==> src/rtl/stk_pkg.sv <==
package stk_pkg;
    typedef enum logic [2:0] {
        OP_PUSH = 3'd0,
        OP_POP  = 3'd1,
        OP_ADD  = 3'd2,
        OP_SUB  = 3'd3,
        OP_MULT = 3'd4
    } op_e;

    typedef enum logic [1:0] {
        ACT_HOLD,
        ACT_PUSH,
        ACT_POP,
        ACT_FOLD
    } act_e;

    typedef enum logic [1:0] {
        S_IDLE,
        S_RDREQ,
        S_RDWAIT,
        S_WRITE
    } state_e;
endpackage

==> src/rtl/stk_alu.sv <==
module stk_alu #(
    parameter int DW = 16
) (
    input  logic [2:0]    op,
    input  logic [DW-1:0] first,
    input  logic [DW-1:0] second,
    output logic [DW-1:0] result
);
    import stk_pkg::*;

    always_comb begin
        result = '0;
        case (op)
            OP_ADD:  result = first + second;
            OP_SUB:  result = first - second;   // first popped is left operand
            OP_MULT: result = first * second;   // low DW bits kept
            default: result = '0;
        endcase
    end
endmodule

==> src/rtl/stk_store.sv <==
module stk_store #(
    parameter int DW    = 16,
    parameter int DEPTH = 8
) (
    input  logic                       clk,
    input  logic                       rst_n,
    input  stk_pkg::act_e              act,
    input  logic [DW-1:0]              din,
    output logic [DW-1:0]              tos,
    output logic [DW-1:0]              nos,
    output logic [$clog2(DEPTH+1)-1:0] count,
    output logic                       full,
    output logic                       empty
);
    import stk_pkg::*;

    localparam int CW = $clog2(DEPTH + 1);
    localparam int IW = (DEPTH > 2) ? $clog2(DEPTH - 1) : 1;

    logic [DW-1:0] below [DEPTH-1];
    logic [DW-1:0] tos_q;
    logic [CW-1:0] cnt_q;

    assign tos   = tos_q;
    assign count = cnt_q;
    assign full  = (cnt_q == CW'(DEPTH));
    assign empty = (cnt_q == '0);
    assign nos   = (cnt_q >= CW'(2)) ? below[IW'(cnt_q - CW'(2))] : '0;

    always_ff @(posedge clk) begin
        if (!rst_n) begin
            tos_q <= '0;
            cnt_q <= '0;
        end else begin
            unique case (act)
                ACT_PUSH: begin
                    tos_q <= din;
                    cnt_q <= cnt_q + CW'(1);
                end
                ACT_POP: begin
                    tos_q <= nos;
                    cnt_q <= cnt_q - CW'(1);
                end
                ACT_FOLD: begin
                    tos_q <= din;
                    cnt_q <= cnt_q - CW'(1);
                end
                default: ;
            endcase
        end
    end

    always_ff @(posedge clk) begin
        if (act == ACT_PUSH && cnt_q != '0)
            below[IW'(cnt_q - CW'(1))] <= tos_q;
    end

    // depth never passes the capacity
    a_r7_depth_bound: assert property (@(posedge clk) disable iff (!rst_n)
        cnt_q <= CW'(DEPTH));

    // a fold removes exactly one entry
    a_r4_fold_drops_one: assert property (@(posedge clk) disable iff (!rst_n)
        act == ACT_FOLD |=> cnt_q == $past(cnt_q) - CW'(1));

    // a held cycle leaves the stack untouched
    a_r8_hold_stable: assert property (@(posedge clk) disable iff (!rst_n)
        act == ACT_HOLD |=> ($stable(cnt_q) && $stable(tos_q)));
endmodule

==> src/rtl/stk_ctrl.sv <==
module stk_ctrl #(
    parameter int DW    = 16,
    parameter int AW    = 8,
    parameter int DEPTH = 8
) (
    input  logic                       clk,
    input  logic                       rst_n,
    input  logic                       instr_valid,
    output logic                       instr_ready,
    input  logic [2:0]                 instr_op,
    input  logic [AW-1:0]              instr_addr,
    input  logic [DW-1:0]              tos,
    input  logic [$clog2(DEPTH+1)-1:0] count,
    input  logic                       full,
    input  logic                       empty,
    output stk_pkg::act_e              act,
    output logic                       take_mem,
    output logic                       mem_req,
    output logic                       mem_we,
    output logic [AW-1:0]              mem_addr,
    output logic                       err_overflow,
    output logic                       err_underflow
);
    import stk_pkg::*;

    localparam int CW = $clog2(DEPTH + 1);

    state_e        state_q, state_d;
    logic [AW-1:0] addr_q;
    logic          ovf_q, unf_q;
    logic          set_ovf, set_unf, latch_addr;
    logic          accept;

    assign accept = instr_valid && (state_q == S_IDLE);

    always_ff @(posedge clk) begin
        if (!rst_n) state_q <= S_IDLE;
        else        state_q <= state_d;
    end

    always_comb begin
        state_d     = state_q;
        act         = ACT_HOLD;
        take_mem    = 1'b0;
        set_ovf     = 1'b0;
        set_unf     = 1'b0;
        latch_addr  = 1'b0;
        instr_ready = 1'b0;
        mem_req     = 1'b0;
        mem_we      = 1'b0;
        unique case (state_q)
            S_IDLE: begin
                instr_ready = 1'b1;
                if (instr_valid) begin
                    case (instr_op)
                        OP_PUSH: begin
                            if (full) set_ovf = 1'b1;
                            else begin
                                latch_addr = 1'b1;
                                state_d    = S_RDREQ;
                            end
                        end
                        OP_POP: begin
                            if (empty) set_unf = 1'b1;
                            else begin
                                latch_addr = 1'b1;
                                state_d    = S_WRITE;
                            end
                        end
                        OP_ADD, OP_SUB, OP_MULT: begin
                            if (count < CW'(2)) set_unf = 1'b1;
                            else                act     = ACT_FOLD;
                        end
                        default: ;
                    endcase
                end
            end
            S_RDREQ: begin
                mem_req = 1'b1;
                state_d = S_RDWAIT;
            end
            S_RDWAIT: begin
                act      = ACT_PUSH;
                take_mem = 1'b1;
                state_d  = S_IDLE;
            end
            S_WRITE: begin
                mem_req = 1'b1;
                mem_we  = 1'b1;
                act     = ACT_POP;
                state_d = S_IDLE;
            end
            default: state_d = S_IDLE;
        endcase
    end

    always_ff @(posedge clk) begin
        if (!rst_n) begin
            addr_q <= '0;
            ovf_q  <= 1'b0;
            unf_q  <= 1'b0;
        end else begin
            if (latch_addr) addr_q <= instr_addr;
            if (set_ovf)    ovf_q  <= 1'b1;
            if (set_unf)    unf_q  <= 1'b1;
        end
    end

    assign mem_addr      = addr_q;
    assign err_overflow  = ovf_q;
    assign err_underflow = unf_q;

    // an accepted push that fits issues a read at its address next cycle
    a_r2_read_follows_push: assert property (@(posedge clk) disable iff (!rst_n)
        (accept && instr_op == OP_PUSH && !full) |=>
        (mem_req && !mem_we && mem_addr == $past(instr_addr) && !instr_ready));

    // an accepted pop issues a write of the old top at its address
    a_r3_write_follows_pop: assert property (@(posedge clk) disable iff (!rst_n)
        (accept && instr_op == OP_POP && !empty) |=>
        (mem_req && mem_we && mem_addr == $past(instr_addr) && tos == $past(tos)));

    // folded arithmetic stays off the memory port and keeps ready high
    a_r4_fold_no_mem: assert property (@(posedge clk) disable iff (!rst_n)
        (accept && (instr_op == OP_ADD || instr_op == OP_SUB || instr_op == OP_MULT)) |=>
        (!mem_req && instr_ready));

    // error flags are sticky
    a_r11_ovf_sticky: assert property (@(posedge clk) disable iff (!rst_n)
        ovf_q |=> ovf_q);
    a_r11_unf_sticky: assert property (@(posedge clk) disable iff (!rst_n)
        unf_q |=> unf_q);
endmodule

==> src/rtl/stack_exec_unit.sv <==
module stack_exec_unit #(
    parameter int DW    = 16,
    parameter int AW    = 8,
    parameter int DEPTH = 8
) (
    input  logic          clk,
    input  logic          rst_n,
    input  logic          instr_valid,
    output logic          instr_ready,
    input  logic [2:0]    instr_op,
    input  logic [AW-1:0] instr_addr,
    output logic          mem_req,
    output logic          mem_we,
    output logic [AW-1:0] mem_addr,
    output logic [DW-1:0] mem_wdata,
    input  logic [DW-1:0] mem_rdata,
    output logic          err_overflow,
    output logic          err_underflow
);
    import stk_pkg::*;

    localparam int CW = $clog2(DEPTH + 1);

    act_e          act;
    logic          take_mem;
    logic [DW-1:0] tos, nos, alu_res, din;
    logic [CW-1:0] count;
    logic          full, empty;

    stk_ctrl #(.DW(DW), .AW(AW), .DEPTH(DEPTH)) u_ctrl (
        .clk           (clk),
        .rst_n         (rst_n),
        .instr_valid   (instr_valid),
        .instr_ready   (instr_ready),
        .instr_op      (instr_op),
        .instr_addr    (instr_addr),
        .tos           (tos),
        .count         (count),
        .full          (full),
        .empty         (empty),
        .act           (act),
        .take_mem      (take_mem),
        .mem_req       (mem_req),
        .mem_we        (mem_we),
        .mem_addr      (mem_addr),
        .err_overflow  (err_overflow),
        .err_underflow (err_underflow)
    );

    stk_alu #(.DW(DW)) u_alu (
        .op     (instr_op),
        .first  (tos),
        .second (nos),
        .result (alu_res)
    );

    assign din       = take_mem ? mem_rdata : alu_res;
    assign mem_wdata = tos;

    stk_store #(.DW(DW), .DEPTH(DEPTH)) u_store (
        .clk   (clk),
        .rst_n (rst_n),
        .act   (act),
        .din   (din),
        .tos   (tos),
        .nos   (nos),
        .count (count),
        .full  (full),
        .empty (empty)
    );
endmodule

==> config.mk <==
export PLATFORM = sky130hd
export DESIGN_NAME = stack_exec_unit
export DESIGN_NICKNAME = d
export VERILOG_FILES = /design/src/rtl/stk_pkg.sv /design/src/rtl/stk_alu.sv /design/src/rtl/stk_store.sv /design/src/rtl/stk_ctrl.sv /design/src/rtl/stack_exec_unit.sv
export SDC_FILE = /design/constraint.sdc
export NUM_CORES = 1
export LEC_CHECK = 0
export ABC_AREA = 1
export BUFFER_PORTS_ARGS = -buffer_cell sky130_fd_sc_hd__buf_2
export CORE_MARGIN = 3
export CORE_UTILIZATION = 57
export DETAILED_ROUTE_END_ITERATION = 12
export HOLD_SLACK_MARGIN = 0.15
export MAX_ROUTING_LAYER = met4
export PLACE_DENSITY = 0.78
export SLEW_MARGIN = 20
export SYNTH_ARGS = -nofsm -noshare
export SYNTH_HDL_FRONTEND = slang
export SYNTH_SLANG_ARGS = --single-unit
==> constraint.sdc <==
create_clock -name clk -period 5.9 [get_ports clk]
set_input_delay 1.18 -clock clk [delete_from_list [all_inputs] [get_ports clk]]
set_output_delay 1.18 -clock clk [all_outputs]
set_load 0.05 [all_outputs]
; After elaboration in Yosys (flattened, before gate mapping)
; Memory sizes are Yosys's and may differ from the RTL's.
; Index checks and enable logic that the tools add are counted.
[totals]
out_inout_bits = 29
elab_cells = 77
ram_bits = 112
mem_count = 1
input_bits = 30
register_bits = 32
[op_classes]
n_lt_le_gt_ge = 2
addsub = 5
n_reduce_logical = 13
eq_ne = 15
n_mux = 34
mul = 1
[mem_list]
columns = name, depth, word_bits, rd, rd_ports_with_merged_regs, write_ports, line_no
row1 = u_store.below, 7, 16, 1, 0, 1, stk_store.sv:20  ; logic [DW-1:0] below [DEPTH-1];
[op_table]
columns = operator, n
row1 = one-hot mux 16 bit (3 select lines), 1
row2 = 2-to-1 mux 16 bit, 2
row3 = one-hot mux 16 bit (2 select lines), 1
row4 = 2-to-1 mux 1 bit, 18
row5 = adder 16 bit, 1
row6 = multiplier 16 x 16 -> 16 bit, 1
row7 = subtractor 16 bit, 1
row8 = 2-to-1 mux 2 bit, 6
row9 = one-hot mux 2 bit (3 select lines), 2
row10 = "inequality test 3 bit, second input constant", 3
row11 = "== test 2 bit, second input constant", 4
row12 = one-hot mux 4 bit (2 select lines), 1
row13 = OR reduction 2 bit, 4
row14 = "== test 3 x 2 -> 1 bit, second input constant", 2
row15 = "adder 4 x 1 -> 4 bit, second input constant", 1
row16 = "== test 2 x 1 -> 1 bit, second input constant", 2
row17 = "== test 4 bit, second input constant", 1
row18 = ">= comparator 4 x 2 -> 1 bit, second input constant", 1
row19 = zero test 4 bit, 1
row20 = "less-than comparator 4 x 2 -> 1 bit, second input constant", 1
row21 = one-hot mux 1 bit (2 select lines), 2
row22 = one-hot mux 2 bit (2 select lines), 1
row23 = AND reduction 4 bit, 1
row24 = nonzero test 2 bit, 2
row25 = 10 further kinds, 10

; Logic depth before layout (Yosys ltp)
[depth]
word_depth = 9
ltp_mapped = 41
mapped_depth_nobuf = 40

; Modules after synthesis
; Synthesis repeated with hierarchy kept, for this count alone.
[hier_totals]
hier_cells = 1593
area_unflattened_um2 = 12530.8
[by_module_without_submodules]
columns = mod, cells_per_inst, area_each_um2, n_inst
row1 = stk_store, 555, 5893.2, 1
row2 = stk_alu, 894, 5693.0, 1
row3 = stk_ctrl, 92, 700.7, 1
row4 = stack_exec_unit, 52, 244.0, 1

; Worst setup path after synthesis
; OpenSTA, ideal clock, no wires.
[synth_path]
path_kind = reg2reg
start = register u_store.cnt_q[1] (netlist: u_store.count[1])
end = register u_store.tos_q[15] (netlist: u_store.tos[15])
arrival_ns = 6.430
path_stages_with_launch = 40
slack_ns = -0.597
synth_period_minus_slack_ns = 6.497
setup_time_ns = 0.068
path_cell_list = dfxtp_1 -> inv_2 -> ha_1 -> buf_4 -> buf_2 -> nor2_1 -> nand2_1 -> nand3_1 -> nand2_1 -> clkbuf_1 -> nor2_1 -> fa_1 -> inv_1 -> fa_1 -> fa_1 -> inv_1 -> ha_1 -> fa_1 -> [... 4 more ...] -> a21oi_1 -> o21a_1 -> o21ai_0 -> nand2_1 -> nand2_1 -> nand2_1 -> nand2_1 -> nand2_1 -> inv_1 -> nor2_1 -> inv_1 -> a21oi_1 -> inv_1 -> nand3_1 -> nand3_1 -> nand3_1 -> nand2_1 -> a21oi_2
[synth_via]
elab_chain_len = 8
elab_cells_between_ends = 20
[synth_rtl]
columns = item, line_no
row1 = start: declaration, stk_store.sv:22  ; logic [CW-1:0] cnt_q;
row2 = start signal: assignment, stk_store.sv:38  ; cnt_q <= cnt_q + CW'(1);
row3 = start signal: assignment, stk_store.sv:42  ; cnt_q <= cnt_q - CW'(1);
row4 = start signal: assignment, stk_store.sv:46  ; cnt_q <= cnt_q - CW'(1);
row5 = "parallel branches: the longest is 8 deep, another holds memory (7 x 16 bit)", --
row6 = end signal: assignment, stk_store.sv:37  ; tos_q <= din;
row7 = end signal: assignment, stk_store.sv:41  ; tos_q <= nos;
row8 = end signal: assignment, stk_store.sv:45  ; tos_q <= din;
row9 = end: declaration, stk_store.sv:21  ; logic [DW-1:0] tos_q;
; Parallel ways; which one is timed is not known.
; A chain may end at the register's enable or synchronous reset.

; Worst setup path in the final report
[layout_path]
start = register u_store.cnt_q[2] (netlist: u_store.count[2])
end = register u_store.tos_q[15] (netlist: u_store.tos[15])
; Same word-level chain as after synthesis.

==> metrics <==
status=complete, but fails checks; violated checks=negative setup slack; Final nets=1,776; vias in the first global route=10,800; Mapped Cells=1,411; Seq/Total Area, Yosys=0.341; clk buf depth=2; TritonCTS sink count=144; WS Path Type=reg2reg; async set-reset flop share out of synthesis=0; start point of the worst hold path=u_ctrl.err_underflow; final slew viol count=0; measured slew at the worst slew-check pin=0.838 ns; buffers plus inverters on the worst setup path=10; Worst-Skew Late Latency=0.44 ns; Iteration-0 DRC Markers=1,223; initial antenna violation count=0; 1st-pass router iterations=6; VDD IR max=0.184 mV; yosys warns=0; post-route antenna net violation count=0; Switching Share=0.382; RD Place Congestion=1.00; TritonCTS clock tree=built; Yosys reg bits=144; Slowest-stage cell, CP=fa_1; RSZ-0062 raised after global routing=true; post-synth top area cell=edfxtp_1; r2r setup slk=-0.31 ns; CTS Hold Bufs=0; Worst Path Arrival=6.58 ns; Post-Syn Area=11,700 um^2; Rows=51; Int Power=2110 uW; Leakage=0.00654 uW; ant diodes=0; Placed Instances=1,808; share of cells above drive strength 1=0.250; combinational power share=0.351; DP HPWL=26,300 um; Fmax=161 MHz; Non-Filler Instances=1,870; WL/cell=19.7 um; Critical R2R Launch=u_store.count[2]; Setup violations, final=5; Filler cells=1,385; post-synthesis cell type count=57; RR Endpoint=u_store.tos[15]; pin count of the biggest net entering global routing=24; max-cap viol count=0; R2R depth=38; via count=10,800; synth top area cells=edfxtp_1 (29%), fa_1 (14%), inv_1 (7.9%); Worst-path clk slew=0.07 ns; grt ovf=0; most common cell after layout, fill and taps aside=nand2_1; Die X=150 um; Synth top area share=0.286; cts bufs inserted=17; first-pass GRT wire length=57,300 um; syn avg cell area=8.33 um^2; setup slack after layout=-0.309 ns; Flop pwr share=0.328; CP top delay family=adder cells; Clk pwr share=0.321; pwr dens=236 nW/um^2; Worst Hold Class=reg2reg; normalized max-slew margin=0.441; Post-synth EDFFs=112; Worst setup EP type=flip-flop; WHS Endpoint=u_ctrl.err_underflow; Starting Density=0.592; Buffers on Ports=58; CP max stage delay=0.57 ns; Hold Path Stages=2; Crit Path Max Fanout=8; Mapped Nets=1,595; vias per inst=5.76; startpoint types=flip-flop; drt total wl=36,800 um; NetSw=1310 uW; crit path time final=6.21 ns; Final Hold Fails=0; core area=19,800 um^2; hold_ws=0.485 ns; CP required=6.27 ns; Residual DRC=0; fin crit share=1.05; Max Clock Skew=0.0146 ns; clock root cell=clkbuf_16; H-tree levels=4; gr usage total=0.344; DIE AREA=22,400 um^2; P&R area growth vs syn=23.2%; Die Span Y=150 um; most frequent cells in the layout=nand2_1 (233), inv_1 (230), nor2_1 (168), buf_4 (128), edfxtp_1 (112); pre-CTS setup slack=-0.367 ns; ys flop type=edfxtp_1; Ports=59
==> final cells by class <==
type,instances,area [um^2],area share
clock buffers,17,425,0.0294
clock inverters,15,191,0.0132
inverters,266,1040,0.0717
multi-input cells,960,6990,0.483
flip-flops and latches,144,4010,0.277
well taps,265,332,0.0229
repair buffers,203,1490,0.103
==> power groups by stage <==
stage | clock network, uW | registers, uW | logic (uW)
2_1_floorplan | 0 | 1190 | 675
3_3_place_gp | 0 | 1140 | 1050
3_5_place_dp | 0 | 1140 | 1070
4_1_cts | 1100 | 1120 | 1130
5_1_grt | 1150 | 1120 | 1300
6_report | 1100 | 1120 | 1200
==> worst max-delay path by stage <==
stage                     startpoint              end  cells past startpoint
floorplan           u_store.count[0]  u_store.tos[15]                     40
global placement    u_store.count[2]  u_store.tos[15]                     37
detailed placement  u_store.count[2]  u_store.tos[15]                     37
CTS                 u_store.count[1]  u_store.tos[15]                     38
global route        u_store.count[2]  u_store.tos[15]                     36
finish              u_store.count[2]  u_store.tos[15]                     38
==> layer usage <==
layer / vias to the layer above / share of wire / wire length [um] / global-route usage
met5: - / 0 / 0 / -
met1: 5077 / 0.39 / 14400 / 0.450
met2: 680 / 0.46 / 16900 / 0.534
met3: 127 / 0.11 / 4030 / 0.0836
li1: 4880 / - / - / -
met4: 0 / 0.038 / 1390 / 0.113
==> registers in the layout, summed over array words and instances (netlist names) <==
register              count
u_ctrl.err_overflow       1
u_ctrl.err_underflow      1
u_store.below           112
u_store.count             4
u_ctrl.state_q            2
u_store.tos              16
u_ctrl.mem_addr           8
==> worst reg2reg max path: cells and delay by family (launching register included) <==
kind            cells  cell delay (ns)
flops               1             0.36
buf+inv            10             0.68
fa+ha+maj           8             3.37
compound gates      7             0.78
simple gates       13             0.96
==> cell families (layout without fill, tap and decap cells) <==
kind of cell	Yosys count	after routing	share of synthesized area
AOI/OAI and AO/OA	202	202	0.0997
xor gates and xnor gates	28	28	0.0215
adders and majority gates	154	154	0.216
buffers and inverters	308	501	0.109
DFF	144	144	0.341
and+or+nand+nor	575	576	0.213
==> stage by stage <==
step	cell area (um^2)	setup TNS (ns)	total power, uW	util
2_1_floorplan	11900	-0.0784	1870	-
3_3_place_gp	13100	-0.823	2190	0.663
3_5_place_dp	13100	-1.72	2210	0.663
4_1_cts	14200	-0.622	3350	0.714
5_1_grt	14500	-2.77	3570	0.729
6_report	14500	-0.862	3420	0.729
==> what timing repair did <==
action	CTS	global route
setup buffers	20	11
gates cloned	1	0
endpoints found under the setup margin	9	9
pin swaps	44	55
resized for setup	74	67
==> synthesized netlist by cell type, types with 7 or more instances <==
master / count
a21oi_1: 73
a21oi_2: 9
a31oi_1: 8
buf_2: 7
buf_6: 12
clkbuf_1: 17
dfxtp_1: 32
edfxtp_1: 112
fa_1: 81
ha_1: 73
inv_1: 246
inv_2: 12
nand2_1: 243
nand2_2: 13
nand3_1: 73
nand4_1: 9
nor2_1: 191
nor2_2: 7
o211ai_1: 9
o21ai_0: 67
o21ai_1: 11
or2_0: 9
xnor2_1: 10
xor2_1: 17
(Power assumes the default switching activity.)
